--- config.mk ---
export PLATFORM = sky130hd
export DESIGN_NAME = irq_router
export DESIGN_NICKNAME = d
export VERILOG_FILES = /design/src/rtl/irq_router_pkg.sv /design/src/rtl/irq_swizzle.sv /design/src/rtl/irq_line_store.sv /design/src/rtl/irq_route_matrix.sv /design/src/rtl/irq_router.sv
export SDC_FILE = /design/constraint.sdc
export NUM_CORES = 1
export LEC_CHECK = 0
export ABC_AREA = 1
export BUFFER_PORTS_ARGS = -buffer_cell sky130_fd_sc_hd__buf_2
export CORE_MARGIN = 2
export CORE_UTILIZATION = 50
export DETAILED_ROUTE_END_ITERATION = 12
export PLACE_DENSITY = 0.74
export SLEW_MARGIN = 20
export SYNTH_ARGS = -nofsm -noshare
export SYNTH_HDL_FRONTEND = slang
export SYNTH_HIERARCHICAL = 1
export SYNTH_SLANG_ARGS = --single-unit
--- constraint.sdc ---
create_clock -name clk -period 1.1 [get_ports clk]
set_input_delay 0.055 -clock clk [delete_from_list [all_inputs] [get_ports clk]]
set_output_delay 0.055 -clock clk [all_outputs]
set_load 0.01 [all_outputs]
--- src/rtl/irq_router_pkg.sv ---
package irq_router_pkg;

   localparam int FN_BITS = 3;

   typedef struct packed {
      logic       hit;
      logic [1:0] line;
   } fixed_map_t;

   // on-board slots with wired interrupt lines
   function automatic fixed_map_t fixed_lookup(input int unsigned slot);
      fixed_map_t r;
      r = '{hit: 1'b0, line: 2'd0};
      case (slot)
         10: r = '{hit: 1'b1, line: 2'd3};
         11: r = '{hit: 1'b1, line: 2'd1};
         12: r = '{hit: 1'b1, line: 2'd2};
         default: r = '{hit: 1'b0, line: 2'd0};
      endcase
      return r;
   endfunction

endpackage

--- src/rtl/irq_swizzle.sv ---
module irq_swizzle
   import irq_router_pkg::*;
#(
   parameter int DEVFN_W    = 8,
   parameter int PIN_W      = 2,
   parameter int PLUG_FIRST = 18,
   parameter int PLUG_COUNT = 4
) (
   input  logic [DEVFN_W-1:0] devfn,
   input  logic [PIN_W-1:0]   pin,
   output logic [PIN_W-1:0]   line
);
   localparam int SLOT_W = DEVFN_W - FN_BITS;

   logic [SLOT_W-1:0] slot;
   fixed_map_t        fm;
   logic              in_plug;
   logic [PIN_W-1:0]  rot;

   assign slot    = devfn[DEVFN_W-1:FN_BITS];
   assign fm      = fixed_lookup(32'(slot));
   assign in_plug = (32'(slot) >= PLUG_FIRST) && (32'(slot) < PLUG_FIRST + PLUG_COUNT);
   assign rot     = PIN_W'(32'(slot) - PLUG_FIRST);

   always_comb begin
      if (fm.hit)
         line = PIN_W'(fm.line);
      else if (in_plug)
         line = pin + rot;
      else
         line = pin;
   end
endmodule

--- src/rtl/irq_line_store.sv ---
module irq_line_store #(
   parameter int NUM_LINES = 4,
   parameter int LINE_W    = 2
) (
   input  logic                 clk,
   input  logic                 rst_n,
   input  logic                 evt_valid,
   input  logic [LINE_W-1:0]    evt_line,
   input  logic                 evt_level,
   output logic [NUM_LINES-1:0] line_lvl
);
   always_ff @(posedge clk) begin
      if (!rst_n) begin
         line_lvl <= '0;
      end else begin
         for (int i = 0; i < NUM_LINES; i++) begin
            if (evt_valid && (evt_line == LINE_W'(i)))
               line_lvl[i] <= evt_level;
         end
      end
   end
endmodule

--- src/rtl/irq_route_matrix.sv ---
module irq_route_matrix #(
   parameter int NUM_LINES   = 4,
   parameter int SEL_W       = 2,
   parameter int NUM_CTRL    = 16,
   parameter int ROUTE_W     = 8,
   parameter int RESET_ROUTE = 128,
   parameter bit REG_OUT     = 1'b1
) (
   input  logic                                clk,
   input  logic                                rst_n,
   input  logic                                rt_wr,
   input  logic [SEL_W-1:0]                    rt_sel,
   input  logic [ROUTE_W-1:0]                  rt_data,
   input  logic [NUM_LINES-1:0]                line_lvl,
   output logic [NUM_LINES-1:0][ROUTE_W-1:0]   route_q,
   output logic [NUM_CTRL-1:0]                 ctrl_irq
);
   logic [NUM_CTRL-1:0] merged;

   always_ff @(posedge clk) begin
      if (!rst_n) begin
         for (int l = 0; l < NUM_LINES; l++)
            route_q[l] <= ROUTE_W'(RESET_ROUTE);
      end else if (rt_wr) begin
         route_q[rt_sel] <= rt_data;
      end
   end

   // a route value at or above NUM_CTRL matches no input
   always_comb begin
      merged = '0;
      for (int c = 0; c < NUM_CTRL; c++) begin
         for (int l = 0; l < NUM_LINES; l++) begin
            if (route_q[l] == ROUTE_W'(c))
               merged[c] = merged[c] | line_lvl[l];
         end
      end
   end

   generate
      if (REG_OUT) begin : g_reg_out
         always_ff @(posedge clk) begin
            if (!rst_n) ctrl_irq <= '0;
            else        ctrl_irq <= merged;
         end
      end else begin : g_comb_out
         assign ctrl_irq = merged;
      end
   endgenerate
endmodule

--- src/rtl/irq_router.sv ---
module irq_router
   import irq_router_pkg::*;
#(
   parameter int DEVFN_W     = 8,
   parameter int PIN_W       = 2,
   parameter int NUM_CTRL    = 16,
   parameter int ROUTE_W     = 8,
   parameter int PLUG_FIRST  = 18,
   parameter int PLUG_COUNT  = 4,
   parameter int RESET_ROUTE = 128,
   parameter bit REG_OUT     = 1'b1
) (
   input  logic                clk,
   input  logic                rst_n,
   input  logic                evt_valid,
   input  logic [DEVFN_W-1:0]  evt_devfn,
   input  logic [PIN_W-1:0]    evt_pin,
   input  logic                evt_level,
   input  logic                rt_wr,
   input  logic [PIN_W-1:0]    rt_sel,
   input  logic [ROUTE_W-1:0]  rt_data,
   output logic [NUM_CTRL-1:0] ctrl_irq
);
   localparam int NUM_LINES = 1 << PIN_W;
   localparam int SLOT_W    = DEVFN_W - FN_BITS;

   generate
      if (DEVFN_W <= FN_BITS) begin : g_bad_devfn
         $error("DEVFN_W must leave room for a slot field");
      end
      if (PLUG_FIRST + PLUG_COUNT > (1 << SLOT_W)) begin : g_bad_plug
         $error("plug-in slots exceed the slot field");
      end
      if (NUM_CTRL > (1 << ROUTE_W)) begin : g_bad_ctrl
         $error("route field too narrow for NUM_CTRL");
      end
      if (RESET_ROUTE < NUM_CTRL || RESET_ROUTE >= (1 << ROUTE_W)) begin : g_bad_rst
         $error("reset route must be a disconnected value");
      end
   endgenerate

   logic [PIN_W-1:0]                       evt_line;
   logic [NUM_LINES-1:0]                   line_lvl;
   logic [NUM_LINES-1:0][ROUTE_W-1:0]      route_q;

   irq_swizzle #(
      .DEVFN_W(DEVFN_W), .PIN_W(PIN_W),
      .PLUG_FIRST(PLUG_FIRST), .PLUG_COUNT(PLUG_COUNT)
   ) u_swizzle (
      .devfn(evt_devfn), .pin(evt_pin), .line(evt_line)
   );

   irq_line_store #(
      .NUM_LINES(NUM_LINES), .LINE_W(PIN_W)
   ) u_store (
      .clk(clk), .rst_n(rst_n), .evt_valid(evt_valid),
      .evt_line(evt_line), .evt_level(evt_level), .line_lvl(line_lvl)
   );

   irq_route_matrix #(
      .NUM_LINES(NUM_LINES), .SEL_W(PIN_W), .NUM_CTRL(NUM_CTRL),
      .ROUTE_W(ROUTE_W), .RESET_ROUTE(RESET_ROUTE), .REG_OUT(REG_OUT)
   ) u_matrix (
      .clk(clk), .rst_n(rst_n), .rt_wr(rt_wr), .rt_sel(rt_sel),
      .rt_data(rt_data), .line_lvl(line_lvl), .route_q(route_q),
      .ctrl_irq(ctrl_irq)
   );
endmodule

==> results.json, run 1 <==
{
  "rsz0062_at_grt": "yes",
  "total_power_mw": 3.88,
  "ant_nets": 0,
  "antenna_cells": 0,
  "cts_buffers": 5,
  "cts.path.max_buffers": 2,
  "fp.dieH_um": 78.6,
  "synth_seq_area_share_pct": 37.5,
  "power_density_nw_per_um2": 1110,
  "failed_checks": "setup timing",
  "path_buf_inv": 2,
  "drt_iter0_drc": 210,
  "tightestPinTransition_ns": 0.402,
  "nFillCells": 510,
  "hold_path_class": "input pin to flip-flop",
  "path_common_cell": "nor2_1",
  "track_usage_pct": 24.1,
  "async_flop_share_pct": 0,
  "p_leak_nw": 1.67,
  "startpoint_type": "flip-flop",
  "avgSynthCellArea_um2": 6.36,
  "synth-seq-cells": 52,
  "timing.final.crit_share_pct": 103,
  "placed_cells": 549,
  "fin_crit_ns": 1.14,
  "path_max_fanout": 6,
  "slew_viol_final": 0,
  "wirelength_um": 6980,
  "synth-compound-area-share_pct": 9.32,
  "crit_chain": "inv_2 > nand2_2 > nor2_4 > buf_6 > nand3_2 > nand2_1 > nor2_1 > nor2_1",
  "syn_to_final_growth_pct": 25.3,
  "grt_pass1_wl_um": 11800,
  "synthMuxAreaShare_pct": 0,
  "peakVddDrop_uv": 1050,
  "cap_viol_max_count": 0,
  "slew_headroom_pct": 73.1,
  "status": "finished, violations left",
  "arrival_ns": 1.39,
  "synth-main-ff-cell": "dfxtp_1",
  "clk_pin_slew_ns": 0.09,
  "start_util_pct": 51.1,
  "post_synth_xor_area_fraction_pct": 0,
  "syn_nets": 463,
  "ys_top_cells_by_area": "dfxtp_1 37%, nand2_1 15%, nor2_1 12%",
  "synth_cells": 437,
  "crit_family": "simple AND/OR/NAND/NOR gates",
  "grt_start_max_net_pins": 21,
  "clk_latency_ns": 0.31,
  "wl_per_cell_um": 12.4,
  "finalSetupViolCount": 9,
  "drive_gt1_share_pct": 31.8,
  "gp_congestion": 0.930,
  "end_kind": "flip-flop",
  "overflow": 0,
  "pre_cts_ws_ns": -0.154,
  "fin_nets": 515,
  "crit_type": "flip-flop to flip-flop",
  "skew_ns": 0.00393,
  "yosysTopAreaCell": "dfxtp_1",
  "hold_violations": 0,
  "fin_util_pct": 64.0,
  "yosys_warnings": 6,
  "yosysMostFrequentCell": "nand2_1",
  "dp_hpwl_um": 5250,
  "synth-edff-count": 0,
  "io_pins": 41,
  "required_ns": 1.36,
  "io_buffers": 37,
  "syn-cell-area_um2": 2780,
  "synth_top_family_by_area": "simple AND/OR/NAND/NOR gates",
  "synthSimpleGateAreaFrac_pct": 43.0,
  "vias": 2868,
  "htreeDepth": 2,
  "cts.sinks": 52,
  "crit_path_top_delay_cell": "dfxtp_2",
  "synth.distinct_cells": 28,
  "chipWidth_um": 78.6,
  "via_per_inst": 5.10,
  "cts_root_buf": "clkbuf_8",
  "row_count": 27,
  "dieArea_um2": 6170,
  "ys_top_cells_by_count": "111 x nand2_1, 87 x nor2_1, 52 x dfxtp_1",
  "yosys.area_share.adder_pct": 0.450,
  "cts_tree": "yes",
  "instances_no_fill": 562,
  "hold_buffers": 0,
  "drc": 0,
  "fmax_mhz": 881,
  "antenna_found_initial": 0,
  "cpPeakStageDelay_ns": 0.34,
  "core_um2": 5440,
  "synth_top_area_share_pct": 37.5,
  "first_global_vias": 2638,
  "firstDrtPassIters": 5,
  "setup_slack_ns": -0.0354
}
## worst min-delay path: stages
cell and delay, ns:
buf_2 0.12, nand2_1 0.06, nand3_1 0.06
## power by group
part	leakage, nW	switching [mW]	internal, mW	total [mW]
Combinational	1.18	0.339	0.195	0.535
Clock	0.0541	0.643	0.674	1.32
Sequential	0.432	0.0734	1.95	2.03
Total	1.67	1.06	2.82	3.88
## final cells by class
type | count | area, um^2 | share of cell area [%]
multi-input cells | 323 | 1680 | 48.2
flip-flops and latches | 52 | 1080 | 30.9
repair buffers | 55 | 332 | 9.52
clock inverters | 3 | 42.5 | 1.22
inverters | 52 | 195 | 5.60
clock buffers | 5 | 68.8 | 1.98
well taps | 72 | 90.1 | 2.59
## layer usage
metal / routed length [um] / share of wire [%] / global-route usage (%) / up-vias
li1: - / - / - / 1483
met1: 3140 / 45 / 30.9 / 1273
met2: 3270 / 47 / 39.6 / 88
met3: 321 / 4.6 / 4.48 / 24
met4: 251 / 3.6 / 10.2 / 0
met5: 0 / 0 / 0 / -
## flip-flops by register name, indices dropped and copies added, names as in the netlist
register and count:
u_matrix/route_q 32, u_matrix/ctrl_irq 16, u_store/line_lvl 4
## cells in the final DEF, fill, tap and decap left out, types with 11 or more instances in the layout
| master | netlist | routed |
|---|---|---|
| buf_2 | 5 | 37 |
| dfxtp_2 | 0 | 17 |
| nor2_1 | 87 | 64 |
| nor2_2 | 7 | 13 |
| nand3_1 | 47 | 42 |
| o21ai_0 | 12 | 12 |
| inv_2 | 7 | 11 |
| a21oi_1 | 22 | 22 |
| buf_4 | 1 | 15 |
| inv_1 | 44 | 40 |
| nand2_2 | 4 | 12 |
| nand2_1 | 111 | 101 |
| dfxtp_1 | 52 | 31 |
| nor2_4 | 3 | 20 |
| o21ai_1 | 11 | 11 |
## through the flow
stage	cell area, um^2	hold WS [ns]	TNS, ns
5_1_grt	3480	0.0297	-1.39
3_3_place_gp	3080	0.327	-0.903
3_5_place_dp	3080	0.330	-1.60
2_1_floorplan	2780	0.168	0
6_report	3480	0.00863	-0.123
4_1_cts	3300	0.00505	-0.124
## final timing paths
check	start	endpoint	slack [ns]	depth (start not counted)
worst max register to register	u_matrix/route_q[13]$_SDFFE_PN0P_	u_matrix/ctrl_irq[9]$_SDFF_PN0_	-0.04	8
worst min register to register	u_matrix/route_q[12]$_SDFFE_PN0P_	u_matrix/route_q[12]$_SDFFE_PN0P_	0.48	2
worst max-delay path	u_matrix/route_q[13]$_SDFFE_PN0P_	u_matrix/ctrl_irq[9]$_SDFF_PN0_	-0.04	8
worst min-delay path	rt_data[7]	u_matrix/route_q[31]$_SDFFE_PN1P_	0.009	3
## what timing repair did
action	CTS	global route
setup endpoints to repair	16	18
setup buffers	3	1
gates resized for setup	28	62
cloned	1	0
pin swaps	6	22
## cells by family after synthesis
kind of cell             Yosys count
adder cells (fa/ha/maj)            1
flip-flops                        52
buffers and inverters             63
AND/OR/NAND/NOR                  272
AO/OA/AOI/OAI                     49
Power figures use the tool's default switching activity.
==> run 2, diff against run 1 <==
ABC_AREA = default   (was 1)
PLACE_DENSITY = 0.75   (was 0.74)
==> results.json, run 2 <==
{
  "hold_depth": 3,
  "synthMuxAreaShare_pct": 8.35,
  "io_buffers": 37,
  "tightestPinTransition_ns": 0.421,
  "synth-main-ff-cell": "dfxtp_1",
  "crit_type": "flip-flop to flip-flop",
  "timing.final.crit_share_pct": 151,
  "htreeDepth": 2,
  "path_buf_inv": 0,
  "drc": 0,
  "final_cell_mix": "49 x dfxtp_1, 46 x nand2_1, 45 x buf_4",
  "firstDrtPassIters": 4,
  "largest_reg_flops": 32,
  "chipWidth_um": 75.0,
  "fin_nets": 403,
  "hold_ws_ns": 0.00737,
  "path_max_fanout": 4,
  "sw_frac_of_total_pct": 27.0,
  "cts.sinks": 52,
  "fp.dieH_um": 75.0,
  "synth-compound-area-share_pct": 16.4,
  "io_pins": 41,
  "slew_headroom_pct": 71.7,
  "synth-seq-cells": 52,
  "ys_top_cells_by_area": "dfxtp_1 41%, mux2i_1 8.3%, nand2_1 6.9%",
  "rsz0062_at_grt": "yes",
  "pwr-share-comb_pct": 14.1,
  "start_util_pct": 52.6,
  "p_clk_share_pct": 31.1,
  "gp_congestion": 0.933,
  "via_per_inst": 5.71,
  "synth_top_family_by_area": "simple AND/OR/NAND/NOR gates",
  "p_switching_uw": 975,
  "synthSimpleGateAreaFrac_pct": 30.4,
  "row_count": 25,
  "yosysMostFrequentCell": "dfxtp_1",
  "dp_hpwl_um": 5160,
  "failed_checks": "setup timing",
  "grt_pass1_wl_um": 11000,
  "grt_start_max_net_pins": 25,
  "setup_slack_ns": -0.566,
  "syn_nets": 322,
  "startpoint_type": "flip-flop",
  "cts_buffers": 5,
  "total_power_mw": 3.61,
  "avgSynthCellArea_um2": 8.51,
  "drt_iter0_drc": 216,
  "crit_chain": "or4_4 > or3_4 > o22ai_2 > o31a_1",
  "synth.distinct_cells": 44,
  "async_flop_share_pct": 0,
  "end_kind": "flip-flop",
  "arrival_ns": 1.92,
  "skew_ns": 0.00556,
  "synth-edff-count": 0,
  "drt-met1-wl_um": 3080,
  "drive_gt1_share_pct": 35.4,
  "seqCellArea_um2": 1040,
  "fin_crit_ns": 1.67,
  "synth_cells": 296,
  "track_usage_pct": 26.2,
  "wl_met3_um": 345,
  "first_global_vias": 2337,
  "syn_to_final_growth_pct": 36.8,
  "cts_tree": "yes",
  "hold_violations": 0,
  "seqPwrFrac_pct": 54.8,
  "placed_area_um2": 3170,
  "vias": 2542,
  "antenna_found_initial": 0,
  "overflow": 0,
  "ys_top_cells_by_count": "52 x dfxtp_1, 46 x nand2_1, 24 x a21oi_1",
  "crit_family": "simple AND/OR/NAND/NOR gates",
  "clk_latency_ns": 0.31,
  "hold_path_class": "input pin to flip-flop",
  "clk_pin_slew_ns": 0.10,
  "p_leak_nw": 1.43,
  "dieArea_um2": 5620,
  "post_synth_xor_area_fraction_pct": 0.348,
  "yosysTopAreaCell": "dfxtp_1",
  "ant_nets": 0,
  "rr_worst_depth": 4,
  "wl_per_cell_um": 16.0,
  "antenna_cells": 0,
  "finalSetupViolCount": 16,
  "fin_util_pct": 72.0,
  "largestRegisters": "u_matrix/route_q x32, u_matrix/ctrl_irq x16, u_store/line_lvl x4",
  "slew_viol_final": 0,
  "p_int_mw": 2.64,
  "cp.depth": 4,
  "yosys_warnings": 6,
  "top_layer_used": "met4",
  "fin_area_um2": 3450,
  "core_um2": 4790,
  "required_ns": 1.36,
  "status": "finished, violations left",
  "cts.path.max_buffers": 2,
  "regMostFlops": "u_matrix/route_q",
  "syn-cell-area_um2": 2520,
  "peakVddDrop_uv": 817,
  "wirelength_um": 7140,
  "synth_top_area_share_pct": 41.3,
  "dr_wl_met2_um": 3520,
  "synth_seq_area_share_pct": 41.3,
  "crit_path_top_delay_cell": "or4_4",
  "power_density_nw_per_um2": 1050,
  "nFillCells": 363,
  "cap_viol_max_count": 0,
  "layout_commonest_cell": "dfxtp_1",
  "cts_root_buf": "clkbuf_8",
  "multiInputGateArea_um2": 1580,
  "yosys.area_share.adder_pct": 0.497,
  "cpPeakStageDelay_ns": 0.56,
  "fmax_mhz": 600
}
## run 2: cell types whose count changed after synthesis, moves of 9 or more
cell      delta
o21ai_1     -10
o21ai_0     -11
mux2i_1     +21
nor3_1       +9
nand3_1     -38
inv_1       -39
nand3b_1    +10
nor2_1      -65
nand2_1     -65
o22ai_1      +9
## run 2: layout make-up
cell class / count / share of cell area, %
well taps: 67 / 2.43
repair buffers: 86 / 18.0
multi-input cells: 226 / 45.9
flip-flops and latches: 52 / 30.3
clock buffers: 5 / 2.00
clock inverters: 3 / 0.690
inverters: 6 / 0.654
## run 2: logic make-up after synthesis
group | count (synthesis)
buffers and inverters | 18
XOR/XNOR | 1
multiplexers | 21
AND/OR/NAND/NOR | 140
flip-flops | 52
AO/OA/AOI/OAI | 63
adder cells (fa/ha/maj) | 1
## run 2: path summary, 6_finish.rpt
check | startpoint | endpoint | slack (ns)
max | u_matrix/route_q[4]$_SDFFE_PN0P_ | u_matrix/ctrl_irq[2]$_SDFF_PN0_ | -0.57
min | rt_data[5] | u_matrix/route_q[29]$_SDFFE_PN0P_ | 0.007
max reg2reg | u_matrix/route_q[4]$_SDFFE_PN0P_ | u_matrix/ctrl_irq[2]$_SDFF_PN0_ | -0.57
min reg2reg | u_matrix/route_q[28]$_SDFFE_PN0P_ | u_matrix/route_q[28]$_SDFFE_PN0P_ | 0.48
## run 2: worst reg2reg max path: cells and delay by family, from the launching register on
family / cells / cell delay, ns
AO/OA/AOI/OAI: 2 / 0.34
flip-flops: 1 / 0.34
AND/OR/NAND/NOR: 2 / 0.94
## run 2: power groups by stage
stage | registers (mW) | logic [mW] | clock network, mW
2_1_floorplan | 2.00 | 0.236 | 0
3_3_place_gp | 2.01 | 0.443 | 0
3_5_place_dp | 2.02 | 0.454 | 0
4_1_cts | 1.97 | 0.474 | 1.14
5_1_grt | 1.98 | 0.552 | 1.21
6_report | 1.98 | 0.510 | 1.12
## run 2: stage by stage
| step | worst slack, ns | cells | setup TNS (ns) |
|---|---|---|---|
| floorplan | -0.414 | 296 | -4.74 |
| global placement | -0.456 | 435 | -6.95 |
| detailed placement | -0.499 | 435 | -7.60 |
| CTS | -0.507 | 444 | -6.72 |
| global route | -0.591 | 445 | -7.75 |
| finish | -0.566 | 445 | -6.95 |
## run 2: what timing repair did
action,CTS,global route
resized for setup,13,23
endpoints found under the setup margin,18,19
pin swaps,10,10
buffers inserted,1,1
hold buffers,0,0
## run 2: routing by layer
metal	global-route usage (%)	up-vias
met2	43.7	83
li1	-	1238
met4	11.3	0
met1	32.9	1205
met3	5.35	16
met5	0	-
